--- config.mk ---
export PLATFORM = sky130hd
export DESIGN_NAME = strload_seq
export DESIGN_NICKNAME = d
export VERILOG_FILES = /design/src/rtl/strload_pkg.sv /design/src/rtl/strload_dp.sv /design/src/rtl/strload_ctl.sv /design/src/rtl/strload_seq.sv
export SDC_FILE = /design/constraint.sdc
export NUM_CORES = 1
export LEC_CHECK = 0
export ABC_AREA = 1
export BUFFER_PORTS_ARGS = -buffer_cell sky130_fd_sc_hd__buf_4
export CAP_MARGIN = 30
export CORE_ASPECT_RATIO = 1.5
export CORE_UTILIZATION = 50
export DETAILED_ROUTE_END_ITERATION = 7
export PLACE_DENSITY = 0.74
export SYNTH_ARGS = -nofsm -noshare
export SYNTH_HDL_FRONTEND = slang
export SYNTH_SLANG_ARGS = --single-unit
--- constraint.sdc ---
create_clock -name clk -period 3.2 [get_ports clk]
set_input_delay 0.16 -clock clk [delete_from_list [all_inputs] [get_ports clk]]
set_output_delay 0.16 -clock clk [all_outputs]
set_load 0.05 [all_outputs]
--- src/rtl/strload_pkg.sv ---
package strload_pkg;
  localparam int XLEN = 64;
  localparam int IDX_W = 5;
  localparam int CNT_W = 7;
  localparam int WORD_W = 32;
  localparam int IMM_W = 5;

  typedef enum logic [1:0] {S_IDLE, S_REQ, S_WAIT, S_FIN} seqState_t;

  typedef struct packed {
    logic load;
    logic take;
  } seqStrobe_t;
endpackage

--- src/rtl/strload_dp.sv ---
module strload_dp
  import strload_pkg::*;
(
  input  logic             clk,
  input  logic             rstN,
  input  seqStrobe_t       strobe,
  input  logic             formIdx,
  input  logic [IDX_W-1:0] rtIdx,
  input  logic [IDX_W-1:0] raIdx,
  input  logic [IDX_W-1:0] rbIdx,
  input  logic [IMM_W-1:0] immCount,
  input  logic [CNT_W-1:0] xerCount,
  input  logic [XLEN-1:0]  raVal,
  input  logic [XLEN-1:0]  rbVal,
  input  logic             littleEndian,
  input  logic [7:0]       memData,
  output logic             startZero,
  output logic             startExc,
  output logic             lastByte,
  output logic             writeOk,
  output logic             excFlag,
  output logic [XLEN-1:0]  memAddr,
  output logic [IDX_W-1:0] regWaddr,
  output logic [XLEN-1:0]  regWdata
);
  localparam int LANES = WORD_W / 8;
  localparam int LANE_W = $clog2(LANES);

  logic [XLEN-1:0]   eaQ;
  logic [CNT_W-1:0]  cntQ, takenQ;
  logic [IDX_W-1:0]  curQ, protQ;
  logic              protEnQ, excQ;
  logic [WORD_W-1:0] wordQ, merged;
  logic [CNT_W-1:0]  startCount;
  logic [XLEN-1:0]   startEa;
  logic [LANE_W-1:0] lane;
  logic              wordEnd;

  always_comb begin
    if (formIdx) startCount = xerCount;
    else if (immCount == '0) startCount = CNT_W'(32);
    else startCount = CNT_W'(immCount);
    startEa = ((raIdx == '0) ? '0 : raVal) + (formIdx ? rbVal : '0);
  end

  assign startZero = (startCount == '0);
  assign startExc  = littleEndian;

  assign lane     = takenQ[LANE_W-1:0];
  assign merged   = wordQ | ({{(WORD_W-8){1'b0}}, memData} << {(LANE_W'(LANES-1) - lane), 3'b000});
  assign lastByte = ((takenQ + CNT_W'(1)) == cntQ);
  assign wordEnd  = (lane == LANE_W'(LANES-1)) || lastByte;
  assign writeOk  = wordEnd && !(protEnQ && (curQ == protQ));
  assign excFlag  = excQ;
  assign memAddr  = eaQ;
  assign regWaddr = curQ;
  assign regWdata = {{(XLEN-WORD_W){1'b0}}, merged};

  always_ff @(posedge clk) begin
    if (!rstN) begin
      eaQ     <= '0;
      cntQ    <= '0;
      takenQ  <= '0;
      curQ    <= '0;
      protQ   <= '0;
      protEnQ <= 1'b0;
      excQ    <= 1'b0;
      wordQ   <= '0;
    end else if (strobe.load) begin
      eaQ     <= startEa;
      cntQ    <= startCount;
      takenQ  <= '0;
      curQ    <= rtIdx;
      protQ   <= formIdx ? rbIdx : raIdx;
      protEnQ <= formIdx || (raIdx != '0);
      excQ    <= littleEndian;
      wordQ   <= '0;
    end else if (strobe.take) begin
      eaQ    <= eaQ + XLEN'(1);
      takenQ <= takenQ + CNT_W'(1);
      if (wordEnd) begin
        wordQ <= '0;
        curQ  <= curQ + IDX_W'(1);
      end else begin
        wordQ <= merged;
      end
    end
  end
endmodule

--- src/rtl/strload_ctl.sv ---
module strload_ctl
  import strload_pkg::*;
(
  input  logic       clk,
  input  logic       rstN,
  input  logic       start,
  input  logic       startZero,
  input  logic       startExc,
  input  logic       lastByte,
  input  logic       writeOk,
  input  logic       excFlag,
  input  logic       memRspValid,
  output seqStrobe_t strobe,
  output logic       memReq,
  output logic       regWe,
  output logic       busy,
  output logic       done,
  output logic       alignExc
);
  seqState_t stateQ, stateD;

  always_comb begin
    stateD = stateQ;
    case (stateQ)
      S_IDLE: if (start) stateD = (startExc || startZero) ? S_FIN : S_REQ;
      S_REQ:  stateD = S_WAIT;
      S_WAIT: if (memRspValid) stateD = lastByte ? S_FIN : S_REQ;
      default: stateD = S_IDLE;
    endcase
  end

  always_ff @(posedge clk) begin
    if (!rstN) stateQ <= S_IDLE;
    else stateQ <= stateD;
  end

  assign strobe.load = (stateQ == S_IDLE) && start;
  assign strobe.take = (stateQ == S_WAIT) && memRspValid;
  assign regWe    = strobe.take && writeOk;
  assign memReq   = (stateQ == S_REQ);
  assign busy     = (stateQ != S_IDLE);
  assign done     = (stateQ == S_FIN);
  assign alignExc = done && excFlag;
endmodule

--- src/rtl/strload_seq.sv ---
module strload_seq
  import strload_pkg::*;
(
  input  logic        clk,
  input  logic        rstN,
  input  logic        start,
  input  logic        formIdx,
  input  logic [4:0]  rtIdx,
  input  logic [4:0]  raIdx,
  input  logic [4:0]  rbIdx,
  input  logic [4:0]  immCount,
  input  logic [6:0]  xerCount,
  input  logic [63:0] raVal,
  input  logic [63:0] rbVal,
  input  logic        littleEndian,
  output logic        memReq,
  output logic [63:0] memAddr,
  input  logic        memRspValid,
  input  logic [7:0]  memData,
  output logic        regWe,
  output logic [4:0]  regWaddr,
  output logic [63:0] regWdata,
  output logic        busy,
  output logic        done,
  output logic        alignExc
);
  seqStrobe_t strobe;
  logic startZero, startExc, lastByte, writeOk, excFlag;

  strload_ctl u_ctl (
    .clk(clk), .rstN(rstN), .start(start), .startZero(startZero),
    .startExc(startExc), .lastByte(lastByte), .writeOk(writeOk),
    .excFlag(excFlag), .memRspValid(memRspValid), .strobe(strobe),
    .memReq(memReq), .regWe(regWe), .busy(busy), .done(done),
    .alignExc(alignExc)
  );

  strload_dp u_dp (
    .clk(clk), .rstN(rstN), .strobe(strobe), .formIdx(formIdx),
    .rtIdx(rtIdx), .raIdx(raIdx), .rbIdx(rbIdx), .immCount(immCount),
    .xerCount(xerCount), .raVal(raVal), .rbVal(rbVal),
    .littleEndian(littleEndian), .memData(memData),
    .startZero(startZero), .startExc(startExc), .lastByte(lastByte),
    .writeOk(writeOk), .excFlag(excFlag), .memAddr(memAddr),
    .regWaddr(regWaddr), .regWdata(regWdata)
  );
endmodule

==> results.yml, run 1 <==
worst_setup_path:
  cp.arrival_ps: 3410
  rr_worst_depth: 8
  crit_path_start_kind: "register"
  r2r_setup_slack_ps: 170
  crit_required_ps: 3590
  path_class: "reg2reg"
  reg2reg_to: "u_dp.memAddr[5]$_SDFFE_PN0P_"
  crit_fanout: 17
  r2r_start: "u_ctl.stateQ[1]$_SDFFE_PN0P_"
  crit_path_end_kind: "register"
floorplanning:
  pin_count: 307
  coreArea_mm2: 0.0282
  die_x_um: 140
  dieArea_mm2: 0.0295
  start_util_pct: 51.1
  rows: 75
  die_h_um: 210
clock_network:
  root_buffer: "clkbuf_16"
  htree_levels: 4
  clockBufferDepth: 2
  clkLatencyLatePin_ps: 440
  path_clk_slew_ps: 60
  cts_setup_buffers: 0
  ctsHoldBuffers: 3
  cts_tree: "done"
  cts_buffers: 17
  cts.repair.resized: 0
  cts_sinks: 124
grt:
  grt_max_degree: 71
  grt_pass1_wl_um: 90800
  grt_use_total_pct: 40.5
  grt_pass1_vias: 17200
  grt_antenna_before_repair: 0
  overflow: 0
routing:
  wl_per_cell_um: 18.2
  wl_um: 59500
  drt_iter0_drc: 1451
  num_vias: 17900
  ant_nets: 0
  via_per_inst: 5.48
  firstDrtPassIters: 6
  drc: 0
timing:
  clock-skew-final_ps: 8.59
  fmax_mhz: 330
  hold_viol_final: 0
  fin_crit_sh_pct: 94.6
  setup_viol: 0
  period_minus_slack_ps: 3030
  slew_headroom_pct: 49.1
  finalWorstSetupSlack_ps: 173
  report.final.slew_viol_count: 0
  grt_setup_unrepaired: "false"
  tightest_slew_ps: 759
  final.setup.tns_ps: 0
power:
  power_density_mw_per_mm2: 388
  p_leak_nw: 9.73
  comb_power_share_pct: 42.0
  switching_share_pct: 43.3
  power.internal_w: 0.00382
  p_sw_w: 0.00292
  power_frac_seq_pct: 28.5
  power_frac_clock_pct: 29.5
  irDropWorstVdd_mv: 0.377
synth:
  ys.warnings.count: 0
  synthCells: 2653
  netlist.area_leader.share_pct: 21.2
  ys_seq_area_share_pct: 17.3
  synth.largest_area_cell: "nand2_1"
  synth_flop_cell: "dfxtp_1"
  synthArstFlopShare_pct: 0
  synth_edf_count: 0
  syn_area_per_cell_um2: 5.42
  synth_seq_cells: 124
  synth_cell_types: 55
  synthesis.area_mm2: 0.0144
  synthTopCellsByArea: "nand2_1, dfxtp_1, inv_1, nor2_1, ha_1"
cells_and_area:
  area_growth_pct: 20.8
  postLayoutCellArea_mm2: 0.0174
  layout_commonest_cell: "nand2_1"
  num-nets-final: 3150
  post-route-util_pct: 61.7
  final_cell_mix: "nand2_1, inv_1, buf_4"
  layout-drive-gt1-share_pct: 13.7
  multi_input_area_mm2: 0.00954
  fill_cells: 2860
  seqCellArea_mm2: 0.00248
placement:
  placed_area_mm2: 0.0167
  pre_cts_slack_ps: 73.8
  gp_congestion: 1.00
  hpwl_um: 48500
  port-buffer-count: 274
job:
  cap_violations: 0
hold_path:
  hold_end: "u_ctl.stateQ[1]$_SDFFE_PN0P_"
  hp-start: "start"
  hold_depth: 3
  hold_class: "in2reg"
status:
  status: "finished clean"
[worst max-delay path, cell delays in order, from the launching register on]
cell and delay [ps]:
dfxtp_1 370, inv_1 70, nor2_1 170, nand2_1 430, nand2_2 490, clkinv_1 710
a21oi_1 400, o311ai_0 210, inv_1 90
[synthesized netlist by cell type, types with 2 or more instances]
cell type / count
a31oi_1: 15
a31o_2: 8
a21oi_1: 160
and2_1: 2
xor2_1: 28
inv_2: 7
nor3_4: 2
nor3_2: 4
a21o_1: 3
nor2_1: 267
o22ai_1: 4
nor3_1: 57
nor2_4: 5
xnor2_1: 11
clkinv_1: 2
or2_2: 16
nand2_2: 7
mux2i_1: 4
o21ai_0: 153
clkbuf_1: 41
ha_1: 66
nor2_2: 7
nand4_1: 33
nand3_1: 142
a221oi_1: 2
buf_4: 33
buf_6: 2
inv_1: 510
buf_2: 16
nand3b_1: 14
nand2_1: 811
nand3_2: 4
o21bai_1: 32
dfxtp_1: 124
o21ai_1: 2
xnor3_1: 2
or2_0: 4
o32ai_1: 2
buf_1: 7
o211ai_1: 29
[metrics by stage]
stage	total power, W	hold WS [ps]	std cells
after floorplan	0.00375	299	2684
after global placement	0.00467	401	3238
after detailed placement	0.00470	427	3238
after CTS	0.00668	9.13	3272
after global routing	0.00705	29.4	3272
final	0.00673	17.6	3273
[worst max-delay path by stage]
stage,startpoint,slack (ps),to
floorplan,formIdx,500,u_dp.memAddr[56]$_SDFFE_PN0P_
global placement,raIdx[1],80,u_dp.memAddr[53]$_SDFFE_PN0P_
detailed placement,raIdx[1],70,u_dp.memAddr[58]$_SDFFE_PN0P_
CTS,u_dp.takenQ[0]$_SDFFE_PP0P_,320,regWe
global route,u_ctl.stateQ[1]$_SDFFE_PN0P_,110,u_dp.memAddr[5]$_SDFFE_PN0P_
finish,u_ctl.stateQ[1]$_SDFFE_PN0P_,170,u_dp.memAddr[5]$_SDFFE_PN0P_
[state kept, by name, summed over array words and instances (netlist names)]
signal         cells
u_dp.protQ         5
u_dp.wordQ        32
u_dp.protEnQ       1
u_dp.memAddr      64
u_dp.takenQ        7
u_dp.excFlag       1
u_ctl.stateQ       2
u_dp.regWaddr      5
u_dp.cntQ          7
[power by group through the flow]
stage                     Sequential, W  Combinational [W]  Clock (W)
after floorplan                 0.00226            0.00149          0
after global placement          0.00194            0.00273          0
after detailed placement        0.00194            0.00276          0
after CTS                       0.00191            0.00278    0.00199
after global routing            0.00193            0.00305    0.00207
final                           0.00192            0.00283    0.00199
[layer usage]
metal / vias up / global-route usage, % / share of wire (%)
met2: 873 / 72.7 / 49
met5: - / 0 / 0
met3: 247 / 6.57 / 6.8
met4: 0 / 35.5 / 9.2
met1: 8044 / 40.5 / 35
li1: 8777 / - / -
[logic make-up after synthesis]
logic type / count (synthesis) / share of synthesized area (%)
compound gates: 418 / 16.3
xor+xnor: 41 / 2.69
fa+ha+maj: 67 / 5.88
buf+inv: 618 / 17.2
flops: 124 / 17.3
mux: 4 / 0.278
other cells: 1 / 0.0261
simple gates: 1380 / 40.3
[layout make-up]
class                      count  area share (%)
timing repair buffer         310            13.7
clock buffer                  21            2.59
clock inverter                10           0.821
sequential                   124            14.3
inverter                     519            11.2
antenna                        1          0.0144
tap                          346            2.49
multi-input combinational   1942            54.9
No activity file was read; power rests on OpenSTA's default activity.
==> inputs of run 2 (changes only) <==
--- a/config.mk
+++ b/config.mk
@@ -9,9 +9,9 @@
 export BUFFER_PORTS_ARGS = -buffer_cell sky130_fd_sc_hd__buf_4
 export CAP_MARGIN = 30
 export CORE_ASPECT_RATIO = 1.5
-export CORE_UTILIZATION = 50
+export CORE_UTILIZATION = 55
 export DETAILED_ROUTE_END_ITERATION = 7
-export PLACE_DENSITY = 0.74
+export PLACE_DENSITY = 0.8
 export SYNTH_ARGS = -nofsm -noshare
 export SYNTH_HDL_FRONTEND = slang
 export SYNTH_SLANG_ARGS = --single-unit
==> run 2 against run 1 <==
Compared with the run above: non-clock buffer count is the same; largest cell class unchanged; critical endpoint is now regWe; maximum frequency grew 3.8%; first-iteration DRC count up 21%; global-route usage increased by 4.2 points; critical path type is now reg2out; combinational power hardly changed.
==> results.yml, run 2 (same netlist as run 1, synthesis figures left out) <==
status:
  status: "finished clean"
cells_and_area:
  layout_commonest_cell: "nand2_1"
  num-nets-final: 3150
  fill_cells: 2391
  seqCellArea_mm2: 0.00249
  antenna_cells: 0
  multi_input_area_mm2: 0.00955
  largest_register_ffs: 64
  layout-drive-gt1-share_pct: 14.0
  final_cell_mix: "nand2_1, inv_1, buf_4"
  area_growth_pct: 21.3
grt:
  grt_pass1_vias: 17500
  grt_pass1_wl_um: 91800
  grt_antenna_before_repair: 0
  overflow: 0
  grt_use_total_pct: 44.7
  grt_max_degree: 71
clock_network:
  cts_setup_buffers: 0
  cts_tree: "done"
  cts_sinks: 124
  cts_buffers: 17
  htree_levels: 4
  root_buffer: "clkbuf_16"
  path_clk_slew_ps: 60
  clkLatencyLatePin_ps: 460
  clockBufferDepth: 2
timing:
  hold_viol_final: 0
  setup_viol: 0
  slew_headroom_pct: 46.3
  fin_crit_sh_pct: 91.1
  grt_setup_unrepaired: "false"
  period_minus_slack_ps: 2920
  clock-skew-final_ps: 12.1
  report.final.slew_viol_count: 0
  tightest_slew_ps: 800
  fmax_mhz: 343
  final.setup.tns_ps: 0
floorplanning:
  dieArea_mm2: 0.0268
  rows: 72
  pin_count: 307
  die_x_um: 134
  coreArea_mm2: 0.0258
  die_h_um: 200
  start_util_pct: 55.8
hold_path:
  hold_class: "in2reg"
job:
  cap_violations: 0
routing:
  wl_per_cell_um: 18.5
  drc: 0
  via_per_inst: 5.67
  drt_iter0_drc: 1749
  wl_um: 60300
  ant_nets: 0
  firstDrtPassIters: 6
  num_vias: 18500
placement:
  port-buffer-count: 274
  hpwl_um: 46900
  gp_congestion: 1.02
worst_setup_path:
  crit_required_ps: 3040
  crit_path_end_kind: "primary output"
  path_common_cell: "nand2_1"
  cp.arrival_ps: 2760
  crit_slowest_cell: "dfxtp_4"
  path_cells: "ha_1 -> nand3_1 -> nor2_1 -> nand2_1 -> xnor3_1 -> nor2_1 -> nand2_1 -> nand2_1 -> nand2_2 -> a31oi_1 -> buf_4"
  path_class: "reg2out"
  cpPeakStageDelay_ps: 460
  crit_fanout: 13
  crit_path_start_kind: "register"
power:
  irDropWorstVdd_mv: 0.471
  finalPower_w: 0.00688
  p_leak_nw: 9.76
  power_density_mw_per_mm2: 395
run 2: cell count changes in the layout (fill, tap and decap cells not counted), sizes merged:
cell         delta
inv             +8
diode           -1
clkinv          -4
clkinvlp        +1
clkbuf          -4
dlygate4sd3     -1
buf             +1
run 2: final timing paths:
| check | start | end | slack, ps | cells past startpoint |
|---|---|---|---|---|
| max | u_dp.takenQ[0]$_SDFFE_PP0P_ | regWe | 280 | 11 |
| min | rbIdx[3] | u_dp.protQ[3]$_SDFFE_PN0P_ | 20 | 3 |
| max reg2reg | u_dp.memAddr[6]$_SDFFE_PN0P_ | u_dp.memAddr[61]$_SDFFE_PN0P_ | 410 | 11 |
| min reg2reg | u_dp.protEnQ$_SDFFE_PN0P_ | u_dp.protEnQ$_SDFFE_PN0P_ | 480 | 2 |
run 2: what timing repair did:
action | CTS | global route
endpoints found under the setup margin | 1 | 2
gates resized for setup | 1 | 4
pin swaps | 0 | 0
hold buffers | 2 | 0
hold endpoints to repair | 2 | 0
cloned | 0 | 0
run 2: through the flow:
stage	utilization, %	hold slack (ps)	setup WS, ps	cells	area [µm²]
6_report	67.7	15.8	284	3260	17400
5_1_grt	67.7	37.7	52.3	3260	17400
4_1_cts	67.6	10.3	198	3260	17400
2_1_floorplan	-	299	504	2684	14500
3_3_place_gp	65.1	395	74.9	3226	16800
3_5_place_dp	65.1	404	66.1	3226	16800
run 2: power by group:
| group | internal (W) | switching (W) | total (W) |
|---|---|---|---|
| combinational | 0.000893 | 0.00195 | 0.00285 |
| sequential | 0.00169 | 0.000238 | 0.00192 |
| clock | 0.00125 | 0.000855 | 0.00211 |
| total | 0.00383 | 0.00305 | 0.00688 |
run 2: routing by layer:
metal | vias to the layer above | GRT usage [%] | routed length, µm
li1 | 8773 | - | -
met5 | - | 0 | 0
met1 | 8342 | 46.0 | 21000
met3 | 292 | 8.79 | 4950
met4 | 0 | 37.2 | 5220
met2 | 1069 | 78.4 | 29100
run 2: worst max-delay path: cells and delay by family (launching register included):
kind | cells | cell delay [ps]
flops | 1 | 460
fa+ha+maj | 1 | 300
xor+xnor | 1 | 210
compound gates | 1 | 220
simple gates | 7 | 880
buf+inv | 1 | 230
run 2: final cells by class:
class / instances / area share (%)
clock buffer: 17 / 2.44
clock inverter: 15 / 1.15
inverter: 519 / 11.2
multi-input combinational: 1942 / 54.8
sequential: 124 / 14.3
tap: 333 / 2.39
timing repair buffer: 310 / 13.8
